==> config.mk <==
export PLATFORM = sky130hd
export DESIGN_NAME = sec_level_gate
export DESIGN_NICKNAME = d
export VERILOG_FILES = /design/src/rtl/sec_gate_pkg.sv /design/src/rtl/sec_gate_decode.sv /design/src/rtl/sec_gate_resp.sv /design/src/rtl/sec_level_gate.sv
export SDC_FILE = /design/constraint.sdc
export NUM_CORES = 1
export LEC_CHECK = 0
export BUFFER_PORTS_ARGS = -buffer_cell sky130_fd_sc_hd__buf_2
export CAP_MARGIN = 20
export CORE_AREA = 4 4 41 43
export CTS_CLUSTER_DIAMETER = 30
export DETAILED_ROUTE_END_ITERATION = 16
export DIE_AREA = 0 0 45 47
export PLACE_DENSITY = 0.85
export SLEW_MARGIN = 20
export SYNTH_ARGS = -nofsm -noshare
export SYNTH_HDL_FRONTEND = slang
export SYNTH_SLANG_ARGS = --single-unit
==> constraint.sdc <==
create_clock -name clk -period 3.1 [get_ports clk]
set_clock_uncertainty 0.2 [all_clocks]
set_input_delay 0.62 -clock clk [delete_from_list [all_inputs] [get_ports clk]]
set_output_delay 0.62 -clock clk [all_outputs]
set_load 0.02 [all_outputs]
==> src/rtl/sec_gate_pkg.sv <==
package sec_gate_pkg;

    localparam int OP_W   = 3;
    localparam int CODE_W = 8;

    typedef enum logic [OP_W-1:0] {
        OP_RD_MEM  = 3'd0,
        OP_WR_MEM  = 3'd1,
        OP_ER_BLK  = 3'd2,
        OP_ER_ALL  = 3'd3,
        OP_WR_CFG  = 3'd4,
        OP_RD_ID   = 3'd5,
        OP_SET_LVL = 3'd6,
        OP_RSVD    = 3'd7
    } op_e;

    // Rank order matters: a larger value is more protected.
    typedef enum logic [1:0] {
        LV_OPEN   = 2'd0,
        LV_WPROT  = 2'd1,
        LV_RWPROT = 2'd2
    } lvl_e;

    localparam logic [CODE_W-1:0] CODE_OPEN   = 8'hFF;
    localparam logic [CODE_W-1:0] CODE_WPROT  = 8'hFE;
    localparam logic [CODE_W-1:0] CODE_RWPROT = 8'hFC;

    localparam logic [CODE_W-1:0] RC_OK       = 8'h2E;
    localparam logic [CODE_W-1:0] RC_WR_DENY  = 8'h50;
    localparam logic [CODE_W-1:0] RC_RD_DENY  = 8'h4C;

    typedef struct packed {
        logic              allow;
        logic [CODE_W-1:0] code;
        logic              restore;
    } verdict_t;

endpackage

==> src/rtl/sec_gate_decode.sv <==
module sec_gate_decode
    import sec_gate_pkg::*;
(
    input  lvl_e                cur_lvl,
    input  logic [OP_W-1:0]     op,
    input  logic [CODE_W-1:0]   tgt_code,
    output verdict_t            vd,
    output lvl_e                nxt_lvl,
    output logic                lvl_load
);

    logic tgt_known;
    lvl_e tgt_lvl;

    always_comb begin
        tgt_known = 1'b1;
        tgt_lvl   = LV_OPEN;
        unique case (tgt_code)
            CODE_OPEN:   tgt_lvl = LV_OPEN;
            CODE_WPROT:  tgt_lvl = LV_WPROT;
            CODE_RWPROT: tgt_lvl = LV_RWPROT;
            default:     tgt_known = 1'b0;
        endcase
    end

    always_comb begin
        vd.allow   = 1'b0;
        vd.code    = RC_WR_DENY;
        vd.restore = 1'b0;
        nxt_lvl    = cur_lvl;
        lvl_load   = 1'b0;
        unique case (op_e'(op))
            OP_RD_MEM: begin
                if (cur_lvl == LV_RWPROT) vd.code  = RC_RD_DENY;
                else                      vd.allow = 1'b1;
            end
            OP_WR_MEM, OP_ER_BLK, OP_WR_CFG: begin
                vd.allow = (cur_lvl == LV_OPEN);
            end
            OP_ER_ALL: begin
                vd.allow   = 1'b1;
                vd.restore = 1'b1;
                nxt_lvl    = LV_OPEN;
                lvl_load   = 1'b1;
            end
            OP_RD_ID: begin
                vd.allow = 1'b1;
            end
            OP_SET_LVL: begin
                if (tgt_known && (tgt_lvl > cur_lvl)) begin
                    vd.allow = 1'b1;
                    nxt_lvl  = tgt_lvl;
                    lvl_load = 1'b1;
                end
            end
            default: begin
                vd.allow = 1'b0;
            end
        endcase
        if (vd.allow) vd.code = RC_OK;
    end

endmodule

==> src/rtl/sec_gate_resp.sv <==
module sec_gate_resp
    import sec_gate_pkg::*;
(
    input  logic              clk,
    input  logic              rst_n,
    input  logic              req_valid,
    input  verdict_t          vd,
    output logic              rsp_valid,
    output logic              rsp_allow,
    output logic [CODE_W-1:0] rsp_code,
    output logic              rsp_restore
);

    always_ff @(posedge clk) begin
        if (!rst_n) begin
            rsp_valid   <= 1'b0;
            rsp_allow   <= 1'b0;
            rsp_code    <= '0;
            rsp_restore <= 1'b0;
        end else begin
            rsp_valid   <= req_valid;
            rsp_allow   <= req_valid & vd.allow;
            rsp_code    <= req_valid ? vd.code : '0;
            rsp_restore <= req_valid & vd.restore;
        end
    end

    AST_STROBE_FOLLOWS: assert property (@(posedge clk) disable iff (!rst_n)
        req_valid |=> rsp_valid);
    AST_NO_SPURIOUS_STROBE: assert property (@(posedge clk) disable iff (!rst_n)
        !req_valid |=> !rsp_valid);
    AST_OK_CODE: assert property (@(posedge clk) disable iff (!rst_n)
        (rsp_valid && rsp_allow) |-> (rsp_code == RC_OK));
    AST_DENY_CODE: assert property (@(posedge clk) disable iff (!rst_n)
        (rsp_valid && !rsp_allow) |-> (rsp_code == RC_WR_DENY || rsp_code == RC_RD_DENY));

endmodule

==> src/rtl/sec_level_gate.sv <==
module sec_level_gate
    import sec_gate_pkg::*;
(
    input  logic        clk,
    input  logic        rst_n,
    input  logic        req_valid,
    input  logic [2:0]  req_op,
    input  logic [7:0]  req_level,
    output logic        rsp_valid,
    output logic        rsp_allow,
    output logic [7:0]  rsp_code,
    output logic        rsp_restore,
    output logic [7:0]  level_code
);

    lvl_e     state_q;
    lvl_e     state_nxt;
    logic     lvl_load;
    verdict_t vd;

    sec_gate_decode u_decode (
        .cur_lvl  (state_q),
        .op       (req_op),
        .tgt_code (req_level),
        .vd       (vd),
        .nxt_lvl  (state_nxt),
        .lvl_load (lvl_load)
    );

    // State register: the protection level itself.
    always_ff @(posedge clk) begin
        if (!rst_n)                     state_q <= LV_OPEN;
        else if (req_valid && lvl_load) state_q <= state_nxt;
    end

    // Output process: level code presented to the rest of the chip.
    always_comb begin
        unique case (state_q)
            LV_OPEN:   level_code = CODE_OPEN;
            LV_WPROT:  level_code = CODE_WPROT;
            LV_RWPROT: level_code = CODE_RWPROT;
            default:   level_code = CODE_RWPROT;
        endcase
    end

    sec_gate_resp u_resp (
        .clk         (clk),
        .rst_n       (rst_n),
        .req_valid   (req_valid),
        .vd          (vd),
        .rsp_valid   (rsp_valid),
        .rsp_allow   (rsp_allow),
        .rsp_code    (rsp_code),
        .rsp_restore (rsp_restore)
    );

    AST_LEVEL_ENCODED: assert property (@(posedge clk) disable iff (!rst_n)
        (level_code == CODE_OPEN || level_code == CODE_WPROT || level_code == CODE_RWPROT));
    AST_TOP_NEVER_DROPS: assert property (@(posedge clk) disable iff (!rst_n)
        ($past(level_code) == CODE_RWPROT && level_code != CODE_RWPROT) |-> (level_code == CODE_OPEN));
    AST_LOWER_ONLY_BY_ERASE: assert property (@(posedge clk) disable iff (!rst_n)
        (level_code == CODE_OPEN && $past(level_code) != CODE_OPEN)
            |-> $past(req_valid && req_op == 3'd3));
    AST_ERASE_ALWAYS_RUNS: assert property (@(posedge clk) disable iff (!rst_n)
        (req_valid && req_op == 3'd3) |=> (rsp_allow && rsp_restore && level_code == CODE_OPEN));
    AST_ID_ALWAYS_READ: assert property (@(posedge clk) disable iff (!rst_n)
        (req_valid && req_op == 3'd5) |=> rsp_allow);
    AST_RSVD_REFUSED: assert property (@(posedge clk) disable iff (!rst_n)
        (req_valid && req_op == 3'd7) |=> (!rsp_allow && $stable(level_code)));

endmodule

# --- Yosys cells after proc, flatten, opt, wreduce, memory -nomap -nowiden ---
# Cells that the tools add are included.
# Widths: inputs -> output; s select.
op_classes:
  n_lt_le_gt_ge: 1
  muxes: 13
  n_eq_ne: 12
  n_reduce_logical: 12
  bitwise: 5
ops:
  columns: ["operator", "count"]
  rows:
  - ["$eq 8x8->1 const B", 3]
  - ["$pmux 2 s2", 3]
  - ["$mux 5", 2]
  - ["$eq 3x3->1 const B", 3]
  - ["$reduce_or 3->1", 3]
  - ["$eq 3x2->1 const B", 2]
  - ["$mux 6", 1]
  - ["$mux 1", 4]
  - ["$pmux 1 s4", 1]
  - ["$reduce_or 4->1", 1]
  - ["$eq 3x1->1 const B", 1]
  - ["$logic_not 3->1", 1]
  - ["$not 1->1", 3]
  - ["$reduce_and 3->1", 1]
  - ["$and 1x1->1", 2]
  - ["$eq 2x1->1 const B", 1]
  - ["$eq 2x2->1 const B", 1]
  - ["$gt 2x2->1", 1]
  - ["$logic_and 1x1->1", 2]
  - ["$logic_not 2->1", 1]
  - ["$mux 2", 1]
  - ["$ne 2x1->1 const B", 1]
  - ["$pmux 1 s2", 1]
  - ["$reduce_and 2->1", 1]
  - ["2 further kinds", 2]
word_totals:
  regBits: 13
  elab_cells: 50
  in_bits: 14

# --- Logic depth before layout (Yosys ltp) ---
depth:
  word_depth: 8
  mapped_depth: 8
  ltp_nobuf: 8

# --- Hierarchy ---
# From an unflattened synthesis, not the netlist that was laid out.
unflattened:
  cells_unflattened: 83
  hier_area_um2: 739.5
by_module_without_submodules:
  columns: ["module", "cells_per_inst", "area_each_um2", "n_inst"]
  rows:
  - ["sec_gate_resp", 24, 309.0, 1]
  - ["sec_gate_decode", 41, 297.8, 1]
  - ["sec_level_gate", 18, 132.6, 1]

# --- Least setup slack after synthesis ---
# OpenSTA, ideal clock, no wires.
synth_timing:
  path_kind: "in2reg"
  start: "input req_level[3]"
  end: "register state_q[0]"
  path_buffers: 0
  t_arrival_ns: 1.974
  setup_slack_ns: 0.800
  stages: 8
  cell_sequence: "nand4_1 or2_4 nor3_1 ha_1 nor2b_1 o21ai_0 o31ai_4 mux2i_1"
synth_between:
  elab_chain_cells: 8
  word_cells_on_any_way: 15
  cone_classes: "order compare (1); eq/ne (4); mux (6); reduce/logical (4)"
synth_lines:
  columns: ["element", "line", "source"]
  rows:
  - ["from (decl)", "sec_level_gate.sv:8", "input logic [7:0] req_level,"]
  - ["$eq 8x8->1", "sec_gate_decode.sv:18", "unique case (tgt_code)"]
  - ["$pmux 2 s2 / $reduce_or 3->1 (equally long branches)", null, null]
  - ["$gt 2x2->1 / $mux 1 (equally long branches)", "sec_gate_decode.sv:50, sec_gate_decode.sv:18", null]
  - ["$logic_and 1x1->1", "sec_gate_decode.sv:50", "if (tgt_known && (tgt_lvl > cur_lvl)) begin"]
  - ["$mux 1", "sec_gate_decode.sv:50", null]
  - ["$pmux 1 s2", "sec_gate_decode.sv:32", "unique case (op_e'(op))"]
  - ["$logic_and 1x1->1", "sec_level_gate.sv:33", "else if (req_valid && lvl_load) state_q <= state_nxt;"]
  - ["$reduce_and 3->1 (no source line)", null, null]
  - ["to (signal assigned)", "sec_level_gate.sv:33", null]
  - ["to (decl)", "sec_level_gate.sv:16", "lvl_e state_q;"]
# Parallel ways exist; a longest one is shown, timed or not. The select of a mux whose other input is x is not followed.
# A chain may end at the register's enable or synchronous reset.

# --- Worst setup path in the final report ---
# Ends and elaborated chain as after synthesis.

==> qor.csv <==
stage,metric,value,unit
outcome,outcome,"finished, final reports clean",
placed_design,cell count after placement,96,
grt,largest net degree at the start of global routing,7,
placed_design,dpl hpwl,899,um
synth,"Seq/Total Area, Yosys",31.8,%
floorplanning,num ports,33,
power_and_ir_drop,Max VDD drop,0.116,mV
synth,Yosys reg bits,9,
worst_setup_path,Critical Path RT,3.04,ns
final_layout,"non-filler cells, final",100,
power_and_ir_drop,sw power,0.0704,mW
power_and_ir_drop,Pwr Total,0.256,mW
synth,Compound-Gate Fraction of Synth Area,12.6,%
final_layout,Synth-to-Final Area Change,19.9,%
synth,largest family of logic cells by synthesized area,simple AND/OR/NAND/NOR gates,
synth,Mapped Area,567,um2
floorplanning,die area,2120,um2
floorplanning,die width,45,um
floorplanning,row count,13,
timing,Final Worst Setup Slack,0.911,ns
placed_design,I/O Buffers,24,
detailed_routing,final antenna-violating net count,0,
grt,initial antenna violation count,0,
final_layout,Layout fillers,142,
worst_setup_path,slowest CP cell,o21ai_0,
grt,Total GRT Usage,10.6,%
detailed_routing,Initial DRC Count,6,
final_layout,Nets,102,
final_layout,ant diodes,0,
power_and_ir_drop,Cell Pwr Density,377,nW/um2
clocking,Clock transition at path regs,0.06,ns
power_and_ir_drop,Reg power frac,47.0,%
synth,Simple-Gate Fraction of Synth Area,29.6,%
final_layout,final core utilization,52.2,%
power_and_ir_drop,Clk pwr share,34.1,%
clocking,"Hold-fix buffers, CTS",0,
timing,Tcrit/Tclk final,70.6,%
synth,Synth area leader,dfxtp_1,
timing,Max Slew Vio Count,0,
detailed_routing,DR vias/cell,4.70,
placed_design,pre-CTS setup slack,0.614,ns
timing,setup TNS,0,ns
floorplanning,initial core utilization,43.6,%
worst_setup_path,Critical Path Source Type,primary input,
detailed_routing,DR vias,470,
floorplanning,core area,1300,um2
worst_setup_path,crit-path max cell delay,0.29,ns
floorplanning,Die H,47,um
grt,vias in the first global route,423,
clocking,post-CTS setup repair buffer count,0,
synth,Synth Area in XOR/XNOR,1.55,%
clocking,Worst-Skew Late Latency,0.26,ns
grt,first-pass GRT wire length,1.61,mm
placed_design,GP Congestion,0.813,
worst_setup_path,Worst Path Arrival,2.13,ns
detailed_routing,Pre-Repair DR Iteration Count,3,
timing,# setup viols final,0,
synth,syn_area_per_cell,9.29,um2
clocking,maximum root-to-sink buffer count,2,
synth,yosys warns,0,
worst_setup_path,"Max FO, Critical Path",3,
worst_setup_path,Worst Setup End Kind,flop,
clocking,CTS Root Cell,clkbuf_4,
clocking,CTS sink cnt,9,
detailed_routing,drc violations,0,
synth,Netlist cell types,27,
timing,FMAX,457,MHz
timing,Period minus WS final,2.19,ns
power_and_ir_drop,Cell Int Power,0.186,mW
power_and_ir_drop,power share of the combinational group,18.8,%
clocking,htree depth,1,
detailed_routing,WL per Instance,10.3,um
job,max cap viols,0,
synth,mux contribution to synthesized area,3.53,%
power_and_ir_drop,leakage,0.319,nW
power_and_ir_drop,switching share of power,27.5,%
worst_hold_path,Worst Hold Class,flop to flop,
synth,Area contributors post-synth,"dfxtp_1 (32%), buf_4 (13%), ha_1 (4.4%)",
clocking,CTS tree,built,
synth,Synth top area share,31.8,%
detailed_routing,DRT Wirelength,1.03,mm
worst_setup_path,critical path type,primary input to flop,
timing,"Hold Vio Cnt, Final",0,
grt,GR Overflow Total,0,
clocking,post-CTS sizing,0,
timing,RSZ-0062 raised after global routing,no,
synth,Syn Inst Count,61,
clocking,Num CTS Buffers,3,
synth,adder-cell share of the synthesized area,4.42,%
worst_setup_path,critical-path cell list,buf_2 -> nand4_1 -> or2_4 -> nor3_1 -> ha_1 -> nor2b_1 -> o21ai_0 -> o31ai_4 -> mux2i_1,
final_layout,share of layout cells above drive strength 1,40.0,%
path summary, 6_finish.rpt:
path | from | to | slack [ns] | depth (start not counted)
setup / recovery | req_level[3] | state_q[0]$_SDFFE_PN0P_ | 0.91 | 9
hold / removal | state_q[1]$_SDFFE_PN0P_ | state_q[1]$_SDFFE_PN0P_ | 0.34 | 2
setup reg to reg | state_q[1]$_SDFFE_PN0P_ | u_resp.rsp_code[4]$_SDFF_PP0_ | 1.29 | 6
hold reg to reg | state_q[1]$_SDFFE_PN0P_ | state_q[1]$_SDFFE_PN0P_ | 0.34 | 2
metal layers:
layer	vias to the layer above	track usage [%]	wire (um)
li1	240	-	-
met1	202	10.7	386
met2	25	19.5	496
met3	3	1.15	115
met4	0	8.77	30
met5	-	0	0
Yosys cell counts, drive strengths merged:
library cell  number
or2b               1
o31a               1
inv                3
nor2b              1
nand4b             2
and3b              1
a21oi              1
o21ai              1
nand4              2
a221oi             1
nand2              6
conb               2
o31ai              1
mux2i              2
xor2               1
nand3              1
and3               1
or2                1
nor2               4
and2               1
a211oi             1
nand3b             1
ha                 2
dfxtp              9
and4bb             1
buf               10
nor3               3
power groups by stage:
stage	Clock, mW	Sequential (mW)	Combinational (mW)
after floorplan	0	0.128	0.0338
after global placement	0	0.123	0.0474
after detailed placement	0	0.123	0.0483
after CTS	0.0917	0.121	0.0485
after global routing	0.0956	0.121	0.0530
final	0.0875	0.121	0.0483
flip-flops by register name, indices dropped and copies added (netlist names):
| register | count |
|---|---|
| u_resp.rsp_code | 4 |
| state_q | 2 |
| u_resp.rsp_allow | 1 |
| u_resp.rsp_restore | 1 |
| u_resp.rsp_valid | 1 |
final cells by class:
cell class / instances / area, um2 / share of cell area [%]
multi-input cells: 45 / 323 / 47.5
flip-flops and latches: 9 / 180 / 26.5
repair buffers: 24 / 120 / 17.7
clock buffers: 4 / 26.3 / 3.87
well taps: 15 / 18.8 / 2.76
inverters: 3 / 11.3 / 1.66
critical path, delay by kind of cell:
family	cells	cell delay, ns
AOI/OAI and AO/OA	2	0.39
muxes	1	0.12
and+or+nand+nor	4	0.66
buffers and inverters	1	0.08
adders and majority gates	1	0.26
metrics by stage:
stage	hold slack [ns]	area, um2
3_5_place_dp	0.335	653
4_1_cts	0.344	679
3_3_place_gp	0.329	653
5_1_grt	0.372	679
2_1_floorplan	0.285	589
6_report	0.344	679
cells by family (layout without fill, tap and decap cells):
kind of cell	after synthesis	in the layout
and+or+nand+nor	26	26
buffers and inverters	13	31
DFF	9	9
AOI/OAI and AO/OA	6	6
adders and majority gates	2	2
other	2	8
muxes	2	2
xor gates and xnor gates	1	1
layout by cell type (no fill, tap or decap):
master    instances
a211oi_1          1
a21oi_1           1
a221oi_2          1
and2_1            1
and3_1            1
and3b_4           1
and4bb_2          1
buf_2            24
clkbuf_1          1
clkbuf_4          3
conb_1            8
dfxtp_1           9
ha_1              2
inv_1             3
mux2i_1           2
nand2_1           6
nand3_4           1
nand3b_1          1
nand4_1           2
nand4b_1          2
nor2_1            4
nor2b_1           1
nor3_1            3
o21ai_0           1
o31a_4            1
o31ai_4           1
or2_4             1
or2b_1            1
xor2_1            1
Power figures use the tool's default switching activity.
